[src/rtl/scfg_pkg.sv]
package scfg_pkg;
  localparam int NUM_BANKS = 4;
  localparam int BANK_SEL_W = 2;

  typedef enum logic [2:0] {
    ST_POWERUP,
    ST_PROGRAM,
    ST_STANDBY,
    ST_CLEARING,
    ST_STREAM,
    ST_FINISHED
  } rd_state_e;
endpackage

[src/rtl/scfg_por_timer.sv]
module scfg_por_timer #(
  parameter int POR_CYCLES = 6
) (
  input  logic clk,
  input  logic rst_n,
  output logic por_done
);
  localparam int CW = $clog2(POR_CYCLES + 1);

  logic [CW-1:0] cnt;

  always_ff @(posedge clk or negedge rst_n) begin
    if (!rst_n) begin
      cnt      <= '0;
      por_done <= 1'b0;
    end else if (!por_done) begin
      if (cnt == CW'(POR_CYCLES - 1)) por_done <= 1'b1;
      else                            cnt      <= cnt + 1'b1;
    end
  end

  // once finished the power-up window never reopens
  a_r1_por_sticky: assert property (@(posedge clk) disable iff (!rst_n)
    por_done |=> por_done);
endmodule

[src/rtl/scfg_bit_store.sv]
module scfg_bit_store #(
  parameter int DEPTH = 64,
  localparam int AW = $clog2(DEPTH)
) (
  input  logic          clk,
  input  logic          wr_en,
  input  logic [AW-1:0] wr_addr,
  input  logic          wr_bit,
  input  logic [AW-1:0] rd_addr,
  output logic          rd_bit
);
  logic mem [DEPTH];

  always_ff @(posedge clk) begin
    if (wr_en) mem[wr_addr] <= wr_bit;
  end

  assign rd_bit = mem[rd_addr];
endmodule

[src/rtl/scfg_addr_seq.sv]
module scfg_addr_seq
  import scfg_pkg::*;
#(
  parameter int DEPTH = 64,
  localparam int AW = $clog2(DEPTH),
  localparam int BANK_BITS = DEPTH / NUM_BANKS
) (
  input  logic                  clk,
  input  logic                  rst_n,
  input  logic                  clr,
  input  logic                  adv,
  input  logic                  bank_en,
  input  logic [BANK_SEL_W-1:0] bank_sel,
  output logic [AW-1:0]         rd_addr,
  output logic                  done
);
  logic [AW-1:0] offs;
  logic [AW-1:0] base;
  logic [AW-1:0] last_off;

  always_comb begin
    if (bank_en) begin
      base     = AW'(bank_sel) * AW'(BANK_BITS);
      last_off = AW'(BANK_BITS - 1);
    end else begin
      base     = '0;
      last_off = AW'(DEPTH - 1);
    end
  end

  assign rd_addr = base + offs;

  always_ff @(posedge clk or negedge rst_n) begin
    if (!rst_n) begin
      offs <= '0;
      done <= 1'b0;
    end else if (clr) begin
      offs <= '0;
      done <= 1'b0;
    end else if (adv) begin
      if (offs == last_off) done <= 1'b1;
      else                  offs <= offs + 1'b1;
    end
  end

  // a clear returns to the start of the region
  a_r6_clear_restarts: assert property (@(posedge clk) disable iff (!rst_n)
    clr |=> (rd_addr == base) && !done);
  // the end state persists until a clear
  a_r4_end_sticky: assert property (@(posedge clk) disable iff (!rst_n)
    (done && !clr) |=> done);
endmodule

[src/rtl/scfg_reader.sv]
module scfg_reader
  import scfg_pkg::*;
#(
  parameter int DEPTH = 64,
  parameter int POR_CYCLES = 6,
  localparam int AW = $clog2(DEPTH)
) (
  input  logic                  cclk,
  input  logic                  pwr_rst_n,
  input  logic                  cs_n,
  input  logic                  ctr_clr_n,
  input  logic                  read_mode,
  input  logic                  bank_en,
  input  logic [BANK_SEL_W-1:0] bank_sel,
  input  logic                  ld_valid,
  output logic                  ld_ready,
  input  logic [AW-1:0]         ld_addr,
  input  logic                  ld_bit,
  output logic                  sdo,
  output logic                  sdo_oe,
  output logic                  next_cs_n,
  output logic                  rdy_pull_low
);
  logic          por_done;
  logic          done;
  logic          adv;
  logic          cur_bit;
  logic [AW-1:0] rd_addr;
  rd_state_e     st;

  scfg_por_timer #(.POR_CYCLES(POR_CYCLES)) u_por (
    .clk(cclk), .rst_n(pwr_rst_n), .por_done(por_done)
  );

  scfg_bit_store #(.DEPTH(DEPTH)) u_store (
    .clk(cclk), .wr_en(ld_valid && ld_ready), .wr_addr(ld_addr),
    .wr_bit(ld_bit), .rd_addr(rd_addr), .rd_bit(cur_bit)
  );

  scfg_addr_seq #(.DEPTH(DEPTH)) u_seq (
    .clk(cclk), .rst_n(pwr_rst_n), .clr(!ctr_clr_n), .adv(adv),
    .bank_en(bank_en), .bank_sel(bank_sel), .rd_addr(rd_addr), .done(done)
  );

  always_comb begin
    if (!por_done)       st = ST_POWERUP;
    else if (!read_mode) st = ST_PROGRAM;
    else if (cs_n)       st = ST_STANDBY;
    else if (!ctr_clr_n) st = ST_CLEARING;
    else if (done)       st = ST_FINISHED;
    else                 st = ST_STREAM;
  end

  assign adv          = (st == ST_STREAM);
  assign sdo_oe       = adv;
  assign sdo          = adv ? cur_bit : 1'b0;
  assign next_cs_n    = !done;
  assign ld_ready     = !read_mode;
  assign rdy_pull_low = !por_done;

  // quiet during the power-up window
  a_r1_quiet_powerup: assert property (@(posedge cclk) disable iff (!pwr_rst_n)
    rdy_pull_low |-> (!sdo_oe && next_cs_n));
  // standby holds the read position
  a_r5_standby_hold: assert property (@(posedge cclk) disable iff (!pwr_rst_n)
    (cs_n && ctr_clr_n && $stable(bank_en) && $stable(bank_sel)) |=> $stable(rd_addr));
  // programming mode never drives the serial line
  a_r7_prog_no_drive: assert property (@(posedge cclk) disable iff (!pwr_rst_n)
    !read_mode |-> !sdo_oe);
  // undriven output reads zero
  a_r8_idle_zero: assert property (@(posedge cclk) disable iff (!pwr_rst_n)
    !sdo_oe |-> !sdo);
  // downstream select only while this block is silent
  a_r4_handoff_silent: assert property (@(posedge cclk) disable iff (!pwr_rst_n)
    !next_cs_n |-> !sdo_oe);
endmodule

[config.mk]
export PLATFORM = sky130hd
export DESIGN_NAME = scfg_reader
export DESIGN_NICKNAME = d
export VERILOG_FILES = /design/src/rtl/scfg_pkg.sv /design/src/rtl/scfg_por_timer.sv /design/src/rtl/scfg_bit_store.sv /design/src/rtl/scfg_addr_seq.sv /design/src/rtl/scfg_reader.sv
export SDC_FILE = /design/constraint.sdc
export NUM_CORES = 1
export LEC_CHECK = 0
export ABC_AREA = 1
export ABC_CLOCK_PERIOD_IN_PS = 3900
export BUFFER_PORTS_ARGS = -buffer_cell sky130_fd_sc_hd__buf_4
export CORE_UTILIZATION = 50
export DETAILED_ROUTE_END_ITERATION = 7
export GPL_TIMING_DRIVEN = 0
export HOLD_SLACK_MARGIN = 0.06
export MAX_ROUTING_LAYER = met4
export PLACE_DENSITY = 0.68
export SLEW_MARGIN = 20
export SYNTH_ARGS = -nofsm -noshare
export SYNTH_HDL_FRONTEND = slang
export SYNTH_HIERARCHICAL = 1
export SYNTH_SLANG_ARGS = --single-unit
export TNS_END_PERCENT = 5
[constraint.sdc]
create_clock -name cclk -period 3.9 [get_ports cclk]
set_clock_uncertainty 0.15 [all_clocks]
set_input_delay 0.585 -clock cclk [delete_from_list [all_inputs] [get_ports cclk]]
set_output_delay 0.585 -clock cclk [all_outputs]
set_load 0.01 [all_outputs]
== Word level (Yosys, flattened, before mapping) ==
Memories as Yosys holds them, arrays and structs flattened.
Index checks and enable logic that the tools add are counted.
Word-level totals
  register bits after elaboration: 11
  memory bits (writable): 64
  logic and storage cells: 41
  memories: 1
Operators by class
  add/subtract/negate cells: 3
  equality and inequality tests: 6
  muxes and demuxes: 18
  bitwise logic cells: 2
  reductions and logical operators: 7
Memory list
  u_store.mem: words 64, bits a word 1, read ports 1, clocked after memory_dff 0, write ports 1, line scfg_bit_store.sv:12  | logic mem [DEPTH];
Operators by type and width (number)
  two-way mux 6 bit: 5
  two-way mux 3 bit: 4
  two-way mux 1 bit: 9
  adder 6 x 1 -> 6 bit, second input constant: 1
  adder 6 bit: 1
  == test 3 bit, second input constant: 2
  == test 6 bit: 1
  AND reduction 2 bit: 3
  != test 2 x 1 -> 1 bit, second input constant: 2
  adder 3 x 1 -> 3 bit, second input constant: 1
  zero test 1 bit: 3
  != test 2 bit, second input constant: 1
  NOT 1 bit: 2
  logical AND 1 bit: 1

== Depth between registers and ports, before layout ==
Gate-level depths: netlist of the first run.
  depth in word-level cells: 8
  mapped depth: 14
  depth with buffers taken out: 11

== Cells and area by module ==
The synthesis of the first run kept the hierarchy.
By module, submodules not included
  scfg_bit_store: times used 1, cells an instance 313, area each 3025.4 µm², seq. area each 1921.8 µm²
  scfg_addr_seq: times used 1, cells an instance 65, area each 533.0 µm², seq. area each 175.2 µm²
  scfg_por_timer: times used 1, cells an instance 25, area each 201.4 µm², seq. area each 100.1 µm²
  scfg_reader: times used 1, cells an instance 12, area each 60.1 µm², seq. area each 0.0 µm²

== Least setup slack after synthesis of the first run ==
No wires, ideal clock.
  kind: input-to-output
  from: in bank_sel[0]
  to: out sdo
  data arrival time: 1.584 ns
  setup slack: 1.581 ns
  stages on the path: 9
  path through: nand2_1 inv_1 ha_1 xnor2_1 xor2_1 nand3_1 nand2_1 inv_1 nor3_2
On the way
  word-level cells in the longest chain between the ends: 4
RTL lines
  from (decl): line scfg_reader.sv:14  | input logic [BANK_SEL_W-1:0] bank_sel,
  two-way mux 6 bit: line scfg_addr_seq.sv:22  | if (bank_en) begin
  adder 6 bit: line scfg_addr_seq.sv:31  | assign rd_addr = base + offs;
  named net rd_addr[5]: line scfg_reader.sv:28  | logic [AW-1:0] rd_addr;
  memory read (64 x 1 bit)
  named net cur_bit: line scfg_reader.sv:27  | logic cur_bit;
  two-way mux 1 bit: line scfg_reader.sv:56  | assign sdo = adv ? cur_bit : 1'b0;
  to (decl): line scfg_reader.sv:19  | output logic sdo,
The timed path passes the listed nets, and every way through them passes these cells.

== Worst setup path after layout of the first run ==
  from: reg u_seq.offs[2]
  to: out sdo
On the way
  word-level cells in the longest chain between the ends: 3
RTL lines
  from (decl): line scfg_addr_seq.sv:17  | logic [AW-1:0] offs;
  from (signal assigned): line scfg_addr_seq.sv:42  | else offs <= offs + 1'b1;
  adder 6 bit: line scfg_addr_seq.sv:31
  named net rd_addr[2]: line scfg_reader.sv:28
  memory read (64 x 1 bit)
  named net cur_bit: line scfg_reader.sv:27
  two-way mux 1 bit: line scfg_reader.sv:56
The timed path passes the listed nets, and every way through them passes these cells.

==> reports/metrics.csv, run 1 <==
stage,metric,value,unit
logic_synthesis,yosysSeqAreaShare,57.5,%
timing,setup_violations,0,
drt,drc,0,
worst_setup_path,reg2reg_to,u_seq/offs[5],
worst_setup_path,critical_path.endpoint_type,output port,
finish,diodes,0,
global_route,grt_max_degree,65,
clock_network,path_clk_slew,0.08,ns
timing,slew_violations,0,
finish,layout_commonest_cell,nand2_1,
floorplanning,rows,31,
place,dp_hpwl,5.67,mm
logic_synthesis,synth-edff-count,64,
pwr,p_leak,1.69,nW
timing,setup_tns,0,ns
place,gp_congestion,0.840,
timing,rsz0062_at_grt,no,
clock_network,cts-root-buf,clkbuf_8,
worst_setup_path,critical_path_buf_inv_count,5,
clock_network,cts_max_level,3,
status,status,"complete, no violations",
floorplanning,chipWidth,89.4,um
floorplanning,core_area,7330,um^2
clock_network,clock_path_buffers,2,
worst_setup_path,critPathLaunch,u_seq/offs[2],
worst_setup_path,worstRegToRegCells,5,
logic_synthesis,synth_warnings,6,
job,maxCapViolCount,0,
worst_setup_path,r2r_slack,2.26,ns
logic_synthesis,synth_area_leaders,"edfxtp_1 (50%), nand2_1 (11%), nand3_1 (8.9%), dfrtp_1 (7.2%), nor2_1 (6.5%)",
finish,nets,467,
logic_synthesis,yosysTopAreaCell,edfxtp_1,
worst_setup_path,path_class,flop to output port,
finish,drive_above_1_share,15.3,%
worst_setup_path,max_stage_delay,0.45,ns
pwr,worst_ir_drop_vdd,250,uV
global_route,grt_pass1_vias,2559,
worst_setup_path,cp-endpoint,sdo,
clock_network,cts_made_buffers,9,
worst_setup_path,path_max_fanout,9,
timing,fin_crit_sh,79.8,%
clock_network,cts_resized,0,
logic_synthesis,netlist_instances,415,
clock_network,clock_latency,0.35,ns
finish,most-common-layout-cells,"nand2_1 (110), nand3_1 (68), nor2_1 (66), edfxtp_1 (64), inv_1 (30)",
floorplanning,die_area,7990,um^2
timing,period_needed,3.11,ns
pwr,pwr_density_cell,353,nW/um^2
floorplanning,initial_core_util,52.1,%
global_route,overflow,0,
drt,vias,2954,
drt,wirelength,8.67,mm
drt,post_drt_wl_per_cell,15.7,um
worst_setup_path,cp_top_family,buffers and inverters,
drt,drt_iter0_markers,276,
worst_setup_path,crit_chain,buf_4 -> buf_2 -> inv_1 -> nand3_1 -> nand2_1 -> nand2_1 -> nand3_1 -> nand3_1 -> nand2_1 -> inv_1 -> nor3_2 -> buf_4,
place,place_area,4090,um^2
worst_setup_path,start_kind,flop,
clock_network,clock-sinks,75,
worst_setup_path,slowest_stage,dfrtp_1,
global_route,grt_util_all_layers,24.2,%
timing,fmax,321,MHz
floorplanning,io_pins,21,
floorplanning,die_y,89.4,um
finish,finalInstanceArea,4260,um^2
drt,drtPass1Iterations,4,
clock_network,ctsHoldBuffers,1,
clock_network,postCtsSetupBuffers,0,
logic_synthesis,synth.net_count,435,
worst_setup_path,crit_cells,12,
timing,tightestPinTransition,0.651,ns
logic_synthesis,yosysUniqueCellTypes,25,
global_route,antenna_found_initial,0,
finish,fill_cells,645,
logic_synthesis,synth_seq_cells,75,
logic_synthesis,synth_ff_type,edfxtp_1,
drt,detail-route-antenna-nets,0,
logic_synthesis,avgSynthCellArea,9.20,um^2
global_route,grt_pass1_wl,13.1,mm
logic_synthesis,syn_area,3820,um^2
place,portBuffers,20,
worst_setup_path,r2r-start,u_por/por_done,
clock_network,cts_tree,yes,
worst_setup_path,arrival,2.38,ns
timing,timing_hold_violations_final,0,
timing,max_slew_margin,56.4,%
drt,via_per_inst,5.36,
min_path,hp-class,flop to flop,
finish,syn2layout_area_growth,11.6,%
worst_setup_path,crit_required,3.16,ns
logic_synthesis,netlist.area_leader.share,50.3,%
logic_synthesis,synthArstFlopShare,14.7,%
==> how the worst min path moves through the flow <==
stage / slack [ns] / depth (start not counted) / end / startpoint
finish: 0.37 / 2 / u_por/cnt[1] / u_por/cnt[1]
global route: 0.39 / 3 / u_seq/done / ctr_clr_n
CTS: 0.38 / 3 / u_seq/done / ctr_clr_n
detailed placement: 0.29 / 1 / u_seq/offs[4] / pwr_rst_n
global placement: 0.28 / 1 / u_seq/offs[5] / pwr_rst_n
floorplan: 0.14 / 0 / u_por/cnt[0] / pwr_rst_n
==> worst register-to-register path: stages, from the launching register on <==
cell	delay, ns
dfrtp_1	0.42
nand3_2	0.12
nor2_1	0.52
nand2_4	0.16
nand3_1	0.10
nand2_1	0.07
==> Yosys cell counts, types with 7 or more instances <==
library cell and count:
nand3_1 68, nand4_1 10, edfxtp_1 64, buf_4 7, inv_1 30, nor2_1 66
nand2_1 110, dfrtp_1 11, buf_6 7
==> final cells by class <==
cell class	instances	area, um^2	area share (%)
plain buffers	17	146	3.43
clock inverters	6	32.5	0.763
well taps	99	124	2.90
repair buffers	21	160	3.76
clock buffers	10	128	2.99
multi-input cells	287	1330	31.3
inverters	36	143	3.35
flip-flops and latches	75	2200	51.5
==> stage by stage <==
stage                     setup slack [ns]  util, %  total power, mW  instances  hold WS [ns]
after global placement                1.22     55.8             1.01        534         0.280
after floorplan                       1.58        -            0.957        415         0.139
after CTS                            0.795     58.2             1.51        551         0.378
final                                0.788     58.2             1.51        551         0.374
after detailed placement              1.21     55.8             1.01        534         0.286
after global routing                 0.610     58.2             1.56        551         0.390
==> flip-flops by register name, indices dropped and copies added, names as in the netlist <==
name	cells
u_store/mem	64
u_por/por_done	1
u_seq/offs	6
u_seq/done	1
u_por/cnt	3
==> cells by family (layout without fill, tap and decap cells) <==
family / after synthesis / in the layout / share of synthesized area, %
AO/OA/AOI/OAI: 5 / 5 / 0.819
buffers and inverters: 53 / 90 / 7.57
AND/OR/NAND/NOR: 274 / 274 / 31.9
flip-flops: 75 / 75 / 57.5
XOR/XNOR: 4 / 4 / 0.917
adder cells (fa/ha/maj): 4 / 4 / 1.31
==> where the power goes <==
| group | switching (mW) | internal, mW | leakage, nW |
|---|---|---|---|
| registers | 0.00166 | 0.873 | 0.713 |
| clock network | 0.288 | 0.224 | 0.0771 |
| logic | 0.0795 | 0.0384 | 0.903 |
==> metal layers <==
layer,up-vias,part of all wire [%],global-route usage [%]
met5,-,0,-
met4,0,3.4,12.0
met3,26,6.8,4.52
met2,93,46,36.8
met1,1386,43,31.3
li1,1449,-,-
Note: power is estimated with default switching activity, not from simulation.
==> inputs of run 2 (changes only) <==
--- a/config.mk
+++ b/config.mk
@@ -5,15 +5,15 @@
 export SDC_FILE = /design/constraint.sdc
 export NUM_CORES = 1
 export LEC_CHECK = 0
-export ABC_AREA = 1
-export ABC_CLOCK_PERIOD_IN_PS = 3900
+export ABC_AREA = 0
+export ABC_CLOCK_PERIOD_IN_PS = 2500
 export BUFFER_PORTS_ARGS = -buffer_cell sky130_fd_sc_hd__buf_4
 export CORE_UTILIZATION = 50
 export DETAILED_ROUTE_END_ITERATION = 7
 export GPL_TIMING_DRIVEN = 0
 export HOLD_SLACK_MARGIN = 0.06
 export MAX_ROUTING_LAYER = met4
-export PLACE_DENSITY = 0.68
+export PLACE_DENSITY = 0.71
 export SLEW_MARGIN = 20
 export SYNTH_ARGS = -nofsm -noshare
 export SYNTH_HDL_FRONTEND = slang
==> constraint.sdc (replaced) <==
create_clock -name cclk -period 2.5 [get_ports cclk]
set_clock_uncertainty 0.15 [all_clocks]
set_input_delay 0.375 -clock cclk [delete_from_list [all_inputs] [get_ports cclk]]
set_output_delay 0.375 -clock cclk [all_outputs]
set_load 0.01 [all_outputs]
==> reports/metrics.csv, run 2 <==
stage,metric,value,unit
place,post-place-cells,388,
finish,nets,324,
clock_network,cts_max_level,3,
timing,max_slew_margin,60.5,%
pwr,p_leak,1.35,nW
floorplanning,io_pins,21,
timing,setup_tns,-0.671,ns
logic_synthesis,yosys-mux-area-fraction,11.9,%
pwr,worst_ir_drop_vdd,336,uV
drt,via_per_inst,5.68,
status,violations,negative setup slack,
pwr,p_int,1.80,mW
finish,drive_above_1_share,19.4,%
drt,post_drt_wl_per_cell,17.1,um
finish,diodes,0,
finish,syn2layout_area_growth,12.4,%
floorplanning,rows,30,
logic_synthesis,synth_area_leaders,"edfxtp_1 (53%), dfrtp_1 (7.6%), nor2_1 (6.9%), mux4_2 (6.2%), mux4_1 (5.1%)",
clock_network,clock_latency,0.34,ns
drt,detail-route-antenna-nets,0,
finish,regMostFlops,u_store/mem,
drt,drtPass1Iterations,4,
logic_synthesis,synthTopCellsByCount,"nor2_1 (67), edfxtp_1 (64), dfrtp_1 (11)",
logic_synthesis,synth_seq_cells,75,
drt,wirelength,6.92,mm
timing,period_needed,3.17,ns
floorplanning,die_y,87.1,um
place,place_area,3860,um^2
timing,rsz0062_at_grt,yes,
worst_setup_path,critical_path.endpoint_type,output port,
global_route,overflow,0,
timing,setup_slack,-0.671,ns
logic_synthesis,synth_ff_type,edfxtp_1,
pwr,clockPowerShare,35.2,%
floorplanning,chipWidth,87.1,um
floorplanning,die_area,7590,um^2
drt,drc,0,
place,portBuffers,15,
timing,fin_crit_sh,127,%
worst_setup_path,arrival,2.65,ns
logic_synthesis,syn_area,3620,um^2
timing,fmax,315,MHz
logic_synthesis,netlist_instances,277,
logic_synthesis,synthArstFlopShare,14.7,%
timing,timing_hold_violations_final,0,
drt,drt_iter0_markers,138,
global_route,grt_pass1_wl,11.3,mm
logic_synthesis,synth_fa_ha_area_share,1.66,%
logic_synthesis,synth_most_common_cell,nor2_1,
worst_setup_path,start_kind,flop,
floorplanning,core_area,6910,um^2
logic_synthesis,yosysUniqueCellTypes,53,
finish,finalNonFillerCells,405,
finish,utilization,58.9,%
global_route,grt_max_degree,65,
global_route,grt_util_all_layers,21.5,%
place,dp_slack,-0.619,ns
place,dp_hpwl,4.61,mm
job,maxCapViolCount,0,
worst_setup_path,r2r_slack,0.64,ns
finish,reg.largest.list,"u_store/mem (64), u_seq/offs (6), u_por/cnt (3)",
logic_synthesis,synth_top_family_by_area,simple AND/OR/NAND/NOR gates,
logic_synthesis,synth_compound_area_share,4.22,%
finish,finalInstanceArea,4070,um^2
worst_setup_path,path_class,flop to output port,
logic_synthesis,synth.net_count,297,
logic_synthesis,yosysTopAreaCell,edfxtp_1,
min_path,hp-class,input pin to flop,
logic_synthesis,synth-edff-count,64,
finish,largest_register_ff_count,64,
floorplanning,initial_core_util,52.4,%
pwr,p_sw_share,23.7,%
worst_setup_path,path_max_fanout,4,
pwr,p_comb_share,6.8,%
logic_synthesis,synth-simple-area-share,17.3,%
clock_network,cts_tree,yes,
global_route,grt_pass1_vias,2262,
timing,tightestPinTransition,0.591,ns
timing,setup_violations,1,
clock_network,clock-sinks,75,
logic_synthesis,synth_xor_area_share,0.726,%
clock_network,cts_made_buffers,9,
finish,most-common-layout-cells,"nor2_1 (67), edfxtp_1 (64), buf_4 (20)",
status,status,"finished, violations left",
logic_synthesis,avgSynthCellArea,13.1,um^2
pwr,netSwitchingPower,559,uW
place,gp_congestion,0.755,
clock_network,path_clk_slew,0.08,ns
global_route,antenna_found_initial,0,
logic_synthesis,netlist.area_leader.share,53.1,%
timing,slew_violations,0,
finish,layout_commonest_cell,nor2_1,
pwr,pwr_density_cell,578,nW/um^2
drt,vias,2300,
logic_synthesis,yosysSeqAreaShare,60.7,%
clock_network,cts-root-buf,clkbuf_8,
logic_synthesis,synth_warnings,6,
worst_setup_path,crit_required,1.98,ns
pwr,power.share.sequential,58.0,%
clock_network,clock_path_buffers,2,
-- run 2: what timing repair did --
action	4_1_cts	5_1_grt
pin swaps	0	0
resized for setup	4	3
setup buffers	2	0
endpoints found under the setup margin	1	1
hold buffers	1	0
gates cloned	0	0
hold endpoints to repair	11	0
-- run 2: cell type report --
cell class	instances	area, um^2
Buffer	16	101
Clock buffer	9	124
Clock inverter	7	51.3
Fill cell	593	2840
Inverter	9	33.8
Multi-Input combinational cell	175	1310
Sequential cell	75	2200
Tap cell	96	120
Timing Repair Buffer	18	138
-- run 2: logic make-up after synthesis --
family,Yosys count
adders and majority gates,5
buffers and inverters,27
AOI/OAI and AO/OA,21
and+or+nand+nor,127
xor gates and xnor gates,3
DFF,75
muxes,19
-- run 2: routing by layer --
metal,global-route usage (%),wire length (um)
met1,25.1,2990
met3,6.92,396
met4,8.20,91
met5,-,0
met2,35.1,3440
-- run 2: per-stage QoR --
stage          hold WS [ns]  total power, mW
2_1_floorplan       -0.0706             1.49
3_3_place_gp         0.0711             1.55
3_5_place_dp         0.0724             1.55
4_1_cts               0.219             2.38
5_1_grt               0.241             2.45
6_report              0.241             2.35
-- run 2: final timing paths --
check,depth (start not counted),from,endpoint
setup / recovery,8,u_seq/offs[1],sdo
hold / removal,3,ctr_clr_n,u_seq/offs[5]
setup reg to reg,6,u_seq/offs[1],u_seq/offs[0]
hold reg to reg,1,u_por/cnt[0],u_por/cnt[0]
max in group asynchronous,2,pwr_rst_n,u_seq/offs[0]
min in group asynchronous,2,pwr_rst_n,u_seq/done
-- run 2: critical path, cell delays in order (launching register included) --
cell	delay (ns)
dfrtp_1	0.38
buf_6	0.14
mux4_1	0.58
mux4_2	0.49
or2_0	0.21
a32o_2	0.22
nand4b_1	0.10
nor3_2	0.05
buf_4	0.14
-- run 2: power groups by stage --
stage,Sequential [mW],Combinational [mW],Clock [mW]
finish,1.37,0.161,0.828
global route,1.37,0.179,0.902
CTS,1.37,0.162,0.855
detailed placement,1.39,0.156,0
global placement,1.39,0.152,0
floorplan,1.39,0.0953,0
